### config.mk
export PLATFORM = sky130hd
export DESIGN_NAME = gpal_top
export DESIGN_NICKNAME = d
export VERILOG_FILES = /design/src/rtl/gpal_pkg.sv /design/src/rtl/gpal_index_ctrl.sv /design/src/rtl/gpal_cfg_regs.sv /design/src/rtl/gpal_table.sv /design/src/rtl/gpal_lookup.sv /design/src/rtl/gpal_top.sv
export SDC_FILE = /design/constraint.sdc
export NUM_CORES = 2
export LEC_CHECK = 0
export BUFFER_PORTS_ARGS = -buffer_cell sky130_fd_sc_hd__buf_2
export CORE_MARGIN = 8
export CORE_UTILIZATION = 30
export CTS_BUF_LIST = sky130_fd_sc_hd__clkbuf_2
export CTS_CLUSTER_SIZE = 16
export DETAILED_ROUTE_END_ITERATION = 10
export PLACE_DENSITY = 0.51
export REMOVE_ABC_BUFFERS = 1
export SLEW_MARGIN = 10
export SYNTH_ARGS = -nofsm -noshare
export SYNTH_HDL_FRONTEND = slang
export SYNTH_SLANG_ARGS = --single-unit
### constraint.sdc
create_clock -name clk -period 7.3 [get_ports clk]
set_input_delay 1.825 -clock clk [delete_from_list [all_inputs] [get_ports clk]]
set_output_delay 1.825 -clock clk [all_outputs]
set_load 0.02 [all_outputs]
### src/rtl/gpal_pkg.sv
// Shared definitions for the split-mode precision palette.
// Assumes 10-bit channels and 16-bit ceilings; the table depth is a
// parameter of the modules.
package gpal_pkg;
    localparam int CH_W        = 10;
    localparam int MAX_W       = 16;
    localparam int HOST_W      = 32;
    localparam int SPLIT_BIT   = 31;
    localparam int AUTOINC_BIT = 15;

    typedef enum logic [2:0] {
        REG_PTR   = 3'd0,
        REG_DATA  = 3'd1,
        REG_MAX_R = 3'd2,
        REG_MAX_G = 3'd3,
        REG_MAX_B = 3'd4,
        REG_MODE  = 3'd5
    } reg_addr_e;

    // red occupies the top field so the packed layout matches the data word
    typedef struct packed {
        logic [CH_W-1:0] r;
        logic [CH_W-1:0] g;
        logic [CH_W-1:0] b;
    } entry_t;

    // Linear ramp value for entry i of an n-entry table.
    function automatic logic [CH_W-1:0] ramp_value(input int i, input int n);
        return CH_W'((i * ((1 << CH_W) - 1)) / (n - 1));
    endfunction
endpackage

### src/rtl/gpal_index_ctrl.sv
// Pointer register and data-port sequencer.
// Turns host pointer/data writes into table write strobes, advancing and
// wrapping the pointer. Assumes LUT_SIZE is a power of two.
module gpal_index_ctrl
    import gpal_pkg::*;
#(
    parameter int LUT_SIZE = 32,
    localparam int AW = $clog2(LUT_SIZE),
    localparam int PW = AW + 1
) (
    input  logic              clk,
    input  logic              rst_n,
    input  logic              host_we,
    input  logic [2:0]        host_addr,
    input  logic [HOST_W-1:0] host_wdata,
    output logic              tbl_we,
    output logic              tbl_sel,
    output logic [AW-1:0]     tbl_addr,
    output entry_t            tbl_data
);
    logic [PW-1:0] ptr_q;
    logic          split_q;
    logic          autoinc_q;
    logic          ptr_wr;
    logic          data_wr;
    logic          at_last;
    logic [PW-1:0] ptr_adv;
    logic          unused_wdata;

    assign unused_wdata = ^{host_wdata[30:16], host_wdata[14:PW]};

    // decode host strobes
    assign ptr_wr  = host_we && (host_addr == REG_PTR);
    assign data_wr = host_we && (host_addr == REG_DATA);

    // wrap point depends on whether the pointer spans both tables
    always_comb begin
        if (split_q) at_last = (ptr_q == PW'(2 * LUT_SIZE - 1));
        else         at_last = (ptr_q[AW-1:0] == AW'(LUT_SIZE - 1));
        ptr_adv = at_last ? '0 : ptr_q + 1'b1;
    end

    // pointer and control flag register
    always_ff @(posedge clk) begin
        if (!rst_n) begin
            ptr_q     <= '0;
            split_q   <= 1'b0;
            autoinc_q <= 1'b0;
        end else if (ptr_wr) begin
            split_q   <= host_wdata[SPLIT_BIT];
            autoinc_q <= host_wdata[AUTOINC_BIT];
            ptr_q     <= host_wdata[SPLIT_BIT] ? host_wdata[PW-1:0]
                                               : {1'b0, host_wdata[AW-1:0]};
        end else if (data_wr && autoinc_q) begin
            ptr_q     <= ptr_adv;
        end
    end

    // table write request: top pointer bit picks gamma only in split mode
    assign tbl_we   = data_wr;
    assign tbl_sel  = split_q ? ptr_q[AW] : 1'b1;
    assign tbl_addr = ptr_q[AW-1:0];
    assign tbl_data = entry_t'(host_wdata[3*CH_W-1:0]);

    a_r3_autoinc_step: assert property (@(posedge clk) disable iff (!rst_n)
        data_wr && autoinc_q && !at_last |=> ptr_q == $past(ptr_q) + 1'b1);
    a_r6_wrap_zero: assert property (@(posedge clk) disable iff (!rst_n)
        data_wr && autoinc_q && at_last |=> ptr_q == '0);
    a_r7_ptr_hold: assert property (@(posedge clk) disable iff (!rst_n)
        data_wr && !autoinc_q |=> $stable(ptr_q));
    a_r5_plain_range: assert property (@(posedge clk) disable iff (!rst_n)
        !split_q |-> !ptr_q[AW]);
endmodule

### src/rtl/gpal_cfg_regs.sv
// Per-channel ceiling registers and the mode register.
// Ceilings reset to all ones; the mode split bit resets clear.
module gpal_cfg_regs
    import gpal_pkg::*;
(
    input  logic              clk,
    input  logic              rst_n,
    input  logic              host_we,
    input  logic [2:0]        host_addr,
    input  logic [HOST_W-1:0] host_wdata,
    output logic [MAX_W-1:0]  max_ch [3],
    output logic              mode_split
);
    logic unused_wdata;
    assign unused_wdata = ^host_wdata[HOST_W-1:MAX_W];

    for (genvar c = 0; c < 3; c++) begin : g_max
        // one ceiling register per channel at consecutive addresses
        always_ff @(posedge clk) begin
            if (!rst_n)
                max_ch[c] <= '1;
            else if (host_we && host_addr == 3'(REG_MAX_R + c))
                max_ch[c] <= host_wdata[MAX_W-1:0];
        end
    end

    // mode register: bit 0 enables split lookups
    always_ff @(posedge clk) begin
        if (!rst_n)
            mode_split <= 1'b0;
        else if (host_we && host_addr == REG_MODE)
            mode_split <= host_wdata[0];
    end
endmodule

### src/rtl/gpal_table.sv
// One palette table: LUT_SIZE packed entries, one write port and one
// combinational read port. Reset loads a linear ramp.
module gpal_table
    import gpal_pkg::*;
#(
    parameter int LUT_SIZE = 32,
    localparam int AW = $clog2(LUT_SIZE)
) (
    input  logic          clk,
    input  logic          rst_n,
    input  logic          we,
    input  logic [AW-1:0] waddr,
    input  entry_t        wdata,
    input  logic [AW-1:0] raddr,
    output entry_t        rdata
);
    entry_t mem [LUT_SIZE];

    // storage with ramp preset
    always_ff @(posedge clk) begin
        if (!rst_n) begin
            for (int i = 0; i < LUT_SIZE; i++)
                mem[i] <= '{r: ramp_value(i, LUT_SIZE),
                            g: ramp_value(i, LUT_SIZE),
                            b: ramp_value(i, LUT_SIZE)};
        end else if (we) begin
            mem[waddr] <= wdata;
        end
    end

    assign rdata = mem[raddr];
endmodule

### src/rtl/gpal_lookup.sv
// Pixel-side lookup: picks the table and channel, clamps over-range
// inputs to the channel ceiling, and registers the result (one cycle).
module gpal_lookup
    import gpal_pkg::*;
#(
    parameter int LUT_SIZE = 32,
    localparam int AW = $clog2(LUT_SIZE),
    localparam int PW = AW + 1
) (
    input  logic             clk,
    input  logic             rst_n,
    input  logic [PW-1:0]    pix_val,
    input  logic [1:0]       pix_chan,
    input  logic             pix_sel,
    input  logic             mode_split,
    input  logic [MAX_W-1:0] max_ch [3],
    input  entry_t           dg_rdata,
    input  entry_t           gm_rdata,
    output logic [AW-1:0]    raddr,
    output logic [MAX_W-1:0] pix_out
);
    logic            over;
    entry_t          ent;
    logic [CH_W-1:0] ch_val;
    logic [1:0]      ch_idx;

    assign raddr  = pix_val[AW-1:0];
    assign over   = pix_val[AW];
    assign ch_idx = (pix_chan == 2'd3) ? 2'd2 : pix_chan;

    // table and channel select
    always_comb begin
        ent = (!mode_split || pix_sel) ? gm_rdata : dg_rdata;
        case (ch_idx)
            2'd0:    ch_val = ent.r;
            2'd1:    ch_val = ent.g;
            default: ch_val = ent.b;
        endcase
    end

    // output register with clamp
    always_ff @(posedge clk) begin
        if (!rst_n)
            pix_out <= '0;
        else if (over)
            pix_out <= max_ch[ch_idx];
        else
            pix_out <= {ch_val, {(MAX_W-CH_W){1'b0}}};
    end

    a_r8_clamp_red: assert property (@(posedge clk) disable iff (!rst_n)
        over && pix_chan == 2'd0 |=> pix_out == $past(max_ch[0]));
    a_r2_low_bits_zero: assert property (@(posedge clk) disable iff (!rst_n)
        !over |=> pix_out[MAX_W-CH_W-1:0] == '0);
endmodule

### src/rtl/gpal_top.sv
// Split-mode precision gamma palette top: host register port, degamma
// and gamma tables, and a registered pixel lookup. LUT_SIZE must be a
// power of two, at least 2.
module gpal_top
    import gpal_pkg::*;
#(
    parameter int LUT_SIZE = 32,
    localparam int AW = $clog2(LUT_SIZE),
    localparam int PW = AW + 1
) (
    input  logic              clk,
    input  logic              rst_n,
    input  logic              host_we,
    input  logic [2:0]        host_addr,
    input  logic [HOST_W-1:0] host_wdata,
    input  logic [PW-1:0]     pix_val,
    input  logic [1:0]        pix_chan,
    input  logic              pix_sel,
    output logic [MAX_W-1:0]  pix_out
);
    logic             tbl_we;
    logic             tbl_sel;
    logic [AW-1:0]    tbl_addr;
    entry_t           tbl_data;
    logic [MAX_W-1:0] max_ch [3];
    logic             mode_split;
    logic [AW-1:0]    raddr;
    entry_t           rd [2];

    gpal_index_ctrl #(.LUT_SIZE(LUT_SIZE)) u_ctrl (
        .clk, .rst_n, .host_we, .host_addr, .host_wdata,
        .tbl_we, .tbl_sel, .tbl_addr, .tbl_data
    );

    gpal_cfg_regs u_cfg (
        .clk, .rst_n, .host_we, .host_addr, .host_wdata,
        .max_ch, .mode_split
    );

    // table 0 = degamma, table 1 = gamma
    for (genvar t = 0; t < 2; t++) begin : g_tbl
        gpal_table #(.LUT_SIZE(LUT_SIZE)) u_tbl (
            .clk, .rst_n,
            .we    (tbl_we && (tbl_sel == t[0])),
            .waddr (tbl_addr),
            .wdata (tbl_data),
            .raddr (raddr),
            .rdata (rd[t])
        );
    end

    gpal_lookup #(.LUT_SIZE(LUT_SIZE)) u_lkp (
        .clk, .rst_n, .pix_val, .pix_chan, .pix_sel, .mode_split,
        .max_ch, .dg_rdata(rd[0]), .gm_rdata(rd[1]),
        .raddr, .pix_out
    );
endmodule

# After elaboration in Yosys (flattened, before gate mapping)
# Memory sizes are Yosys's and may differ from the RTL's.
# Cells that the tools add are included.
# word_totals
reg_bits	73
ramBits	1920
inputBits	47
out_inout_bits	16
n_memories	2
# memory_table
memory	depth	width	rd	rd_ports_with_merged_regs	write_ports	line_no	text
g_tbl[0].u_tbl.mem	32	30	1	0	32	gpal_table.sv:17	entry_t mem [LUT_SIZE];
g_tbl[1].u_tbl.mem	32	30	1	0	32	gpal_table.sv:17	
# op_classes
n_addsub	1
order_cmp	1
n_eq_ne	9
n_mux	26
n_bitwise	2
reduce_logical	17
# ops
op	count
$mux W30	3
$reduce_or A30 Y1	2
$mux W16	3
$bmux W16 S2	1
$mux W6	4
$pmux W10 S2	1
$mux W1	11
$mux W5	2
$logic_and A1 B1 Y1	9
$add A6 B1 Y6 const B	1
$eq A3 B2 Y1 const B	2
$eq A3 B3 Y1 const B	2
$eq A6 B6 Y1 const B	1
$eq A5 B5 Y1 const B	1
$eq A3 B1 Y1 const B	1
$ge A3 B3 Y1 const B	1
$logic_not A3 Y1	1
$not A2 Y3	1
$eq A2 B1 Y1 const B	1
$eq A2 B2 Y1 const B	1
$logic_not A2 Y1	1
$mux W2	1
$reduce_and A2 Y1	1
$reduce_bool A2 Y1	1
3 further kinds	3

# Depth between registers and ports, before layout
# logic_depth
word_depth	8
ltp_mapped	13

# Hierarchy
# Synthesis repeated with hierarchy kept, for this count alone.
# hier_totals
hier_cells	7101
area_unflattened_um2	92890.3
# modules_own_cells
module	n_inst	cells_each	area_per_inst_um2
gpal_table	2	3327	44330.0
gpal_cfg_regs	1	183	2025.7
gpal_lookup	1	168	1400.1
gpal_index_ctrl	1	94	788.3
gpal_top	1	2	16.3

# Worst setup path after synthesis
# Ideal clock, no wire load.
# synth_timing
path_kind	input to register
from	input port host_we
to	memory g_tbl[0].u_tbl.mem[5][0] in the netlist's numbering (enable)
setup_time_ns	0.459
arrival_ns	5.511
required_ns	6.841
path_slack_ns	1.330
stages	8
cell_sequence	nor2b_1 nor2b_1 nand3_1 nor3b_1 nand2_1 clkbuf_1 clkbuf_1 o21ai_0
# synth_rtl
element	line_no	text
from (decl)	gpal_top.sv:13	input logic host_we,
to (decl)	gpal_table.sv:17	

# Worst setup path after layout
# layout_timing
from	register u_lkp.pix_out[12]
to	output port pix_out[12]
# layout_rtl
element	line_no	text
from (decl)	gpal_lookup.sv:20	output logic [MAX_W-1:0] pix_out
from (signal assigned)	gpal_lookup.sv:46	pix_out <= max_ch[ch_idx];
from (signal assigned)	gpal_lookup.sv:48	pix_out <= {ch_val, {(MAX_W-CH_W){1'b0}}};
to (decl)	gpal_top.sv:19	output logic [MAX_W-1:0] pix_out
# No word-level cell between the ends.

==> flow_metrics.env <==
export IMPL_skew_ns=0.1916
export IMPL_worstRegToRegCells=4
export IMPL_multi_input_area_um2=29440
export IMPL_final_util=0.3359
export IMPL_place_congestion=0.8658
export IMPL_final_layout_size_suffix_gt1_frac=0.2794
export IMPL_clk_pin_slew_ns=0.11
export IMPL_status="finished, final reports clean"
export IMPL_pin_count=63
export IMPL_grt_pass1_vias=56000
export IMPL_slew_viol_final=0
export IMPL_rsz0062_at_grt="false"
export IMPL_drtPass1Iterations=6
export IMPL_top_layer="met5"
export IMPL_clk_latency_ns=1.88
export IMPL_worstReg2RegStart="u_ctrl.ptr_q[4]"
export IMPL_crit_buf_inv=1
export IMPL_cp_arrival_ns=2.76
export IMPL_wirelength_met1_um=125600
export IMPL_antenna_found_initial=26
export IMPL_ys_ff_latch=1993
export IMPL_area_delta_synth_final_pct=11.35
export IMPL_rrSetupSlack_ns=3.43
export IMPL_vias_per_cell=5.281
export IMPL_synth_top_cell_area_share=0.6364
export IMPL_vdd_drop_max_mv=0.1792
export IMPL_holdCritPathClass="input port to flop"
export IMPL_dieArea_um2=319800
export IMPL_seq_area_um2=59120
export IMPL_path_cells="buf_2"
export IMPL_cts_root_buf="clkbuf_2"
export IMPL_min_period_ns=4.589
export IMPL_synth_most_common_cell="edfxtp_1"
export IMPL_fin_crit_sh=0.6286
export IMPL_dr_wl_met3_um=22410
export IMPL_holdWs_ns=0.2604
export IMPL_die_w_um=565.5
export IMPL_cp_startpoint="u_lkp.pix_out[12]"
export IMPL_finalHoldViolations=0
export IMPL_htree_num_levels=6
export IMPL_crit_path_max_incr_delay_ns=0.66
export IMPL_start_util=0.3017
export IMPL_relSlewSlack=0.02911
export IMPL_yosysWarnings=0
export IMPL_clk_path_buf_depth=4
export IMPL_die_y_um=565.5
export IMPL_cpMaxStageDelayCell="dfxtp_1"
export IMPL_first_iter_violations=5759
export IMPL_worst_setup_path_type="flop to output pin"
export IMPL_post_cts_buffers=0
export IMPL_end_kind="output pin"
export IMPL_tightestPinTransition_ns=1.451
export IMPL_fin_tns_setup_ns=0
export IMPL_clock_sinks=1993
export IMPL_grt_max_degree=83
export IMPL_power_leakage_nw=30.58
export IMPL_setup_violations_final=0
export IMPL_dp_final_hpwl_um=180700
export IMPL_dp_cells=9509
export IMPL_syn_instance_count=5927
export IMPL_port_buffers=61
export IMPL_required_ns=5.48
export IMPL_fmax_mhz=217.9
export IMPL_power_per_cell_area_nw_per_um2=222.9
export IMPL_cts_hold_buf=0
export IMPL_cts_buffers_inserted=558
export IMPL_yosysTopAreaCell="edfxtp_1"
export IMPL_startpoint_type="flop"
export IMPL_r2r_end="g_tbl[1].u_tbl.mem[17][3]"
export IMPL_ys_types=51
export IMPL_grt_pass1_wl_um=423700
export IMPL_wl_per_cell_um=28.84
export IMPL_critPathTopFamily="flip-flops"
export IMPL_max_cap_violations=0
export IMPL_synth_edf_count=1920
export IMPL_num_rows=201
export IMPL_n_fill_cell=29390
export IMPL_critical_path_peak_fanout=4
export IMPL_cp_depth=1
export IMPL_synth_ff_type="edfxtp_1"
export IMPL_layout_nets=6163
export IMPL_grt_use_total=0.1842
export IMPL_synth_commonest_cells="edfxtp_1 (1920), and2_1 (976), or3_1 (907)"
export IMPL_fin_cells=10460
export IMPL_cts_tree="done"
export IMPL_synth_area_leaders="edfxtp_1 (64%), mux4_2 (13%), and2_1 (6.7%)"
export IMPL_grt_remaining_overflow=0
export IMPL_critPathCapture="pix_out[12]"
export IMPL_total_power_mw=22.48
export IMPL_wl_met2_um=143900
export IMPL_netlist_area_um2=90600
export IMPL_cts_resized=0
export IMPL_core_area_um2=300300
export IMPL_ant_nets=0
export IMPL_drc_errors=0
export IMPL_vias=55240
export IMPL_syn_area_per_cell_um2=15.29
export IMPL_async_reset_ff_frac=0
export IMPL_ys_seq_area_frac=0.6525
export IMPL_postRouteWirelength_um=301700
## power breakdown
group          switching, mW  internal (mW)
Combinational           1.19          0.486
Clock                   4.78           3.29
Sequential            0.0658           12.7
Total                   6.04           16.4
## how the worst min path moves through the flow
| stage | depth (start not counted) | start | to | slack, ns |
|---|---|---|---|---|
| final | 3 | host_wdata[31] | u_ctrl.split_q | 0.26 |
| after floorplan | 2 | u_cfg.max_ch[13] | u_cfg.max_ch[13] | 0.43 |
| after global routing | 3 | host_wdata[31] | u_ctrl.split_q | 0.07 |
| after detailed placement | 2 | u_cfg.max_ch[10] | u_cfg.max_ch[10] | 0.45 |
| after global placement | 2 | u_cfg.max_ch[37] | u_cfg.max_ch[37] | 0.45 |
| after CTS | 3 | host_wdata[31] | u_ctrl.split_q | 0.004 |
## sequential cells by signal (all words and copies together) (netlist names)
register and cells:
g_tbl.u_tbl.mem 1920, u_cfg.max_ch 48, u_lkp.pix_out 16, u_ctrl.ptr_q 6
u_cfg.mode_split 1, u_ctrl.autoinc_q 1, u_ctrl.split_q 1
## placed cells by master (no fill, tap or decap), types with 14 or more instances in the layout
master / count
o22ai_1: 34
buf_2: 54
clkinv_1: 66
a31oi_1: 14
dfxtp_1: 73
diode_2: 31
and2_1: 976
nor2_1: 92
a211oi_1: 22
nand3_1: 60
edfxtp_1: 1920
nand2_1: 146
mux4_2: 526
nor3_1: 22
mux2i_1: 49
a22oi_1: 30
a21oi_1: 42
buf_4: 223
nor2_2: 17
mux2_2: 14
nand2b_1: 67
buf_12: 26
clkbuf_2: 831
or3_1: 903
o21ai_4: 62
o21ai_0: 36
a22o_1: 15
## layer usage
| metal | vias to the layer above | global-route usage |
|---|---|---|
| met2 | 2281 | 0.2984 |
| li1 | 23240 | - |
| met1 | 29230 | 0.2477 |
| met4 | 6 | 0.06289 |
| met5 | - | 0 |
| met3 | 484 | 0.03657 |
## metrics by stage
step / setup slack (ns) / area (um^2)
after global placement: 1.699 / 96060
after detailed placement: 1.673 / 96060
after floorplan: 0.09779 / 87690
final: 2.711 / 100900
after global routing: 2.513 / 100900
after CTS: 2.439 / 100800
## logic make-up (layout without fill, tap and decap cells)
logic type      Yosys count  in the layout  synth area share
compound gates          300            300           0.02109
buf+inv                 692           1236           0.03241
other cells               0             31                 0
simple gates           2341           2341            0.1533
flops                  1993           1993            0.6525
fa+ha+maj                 5              5         0.0006905
mux                     596            596            0.1399
## layout make-up
cell class              instances  share of cell area
diodes                         31           0.0007690
multi-input cells            3242              0.2918
clock inverters                89            0.005730
repair buffers                307             0.02502
clock buffers                 831             0.04123
well taps                    3958             0.04909
flip-flops and latches       1993              0.5860
inverters                       9           0.0003349
Note: power is estimated with default switching activity, not from simulation.
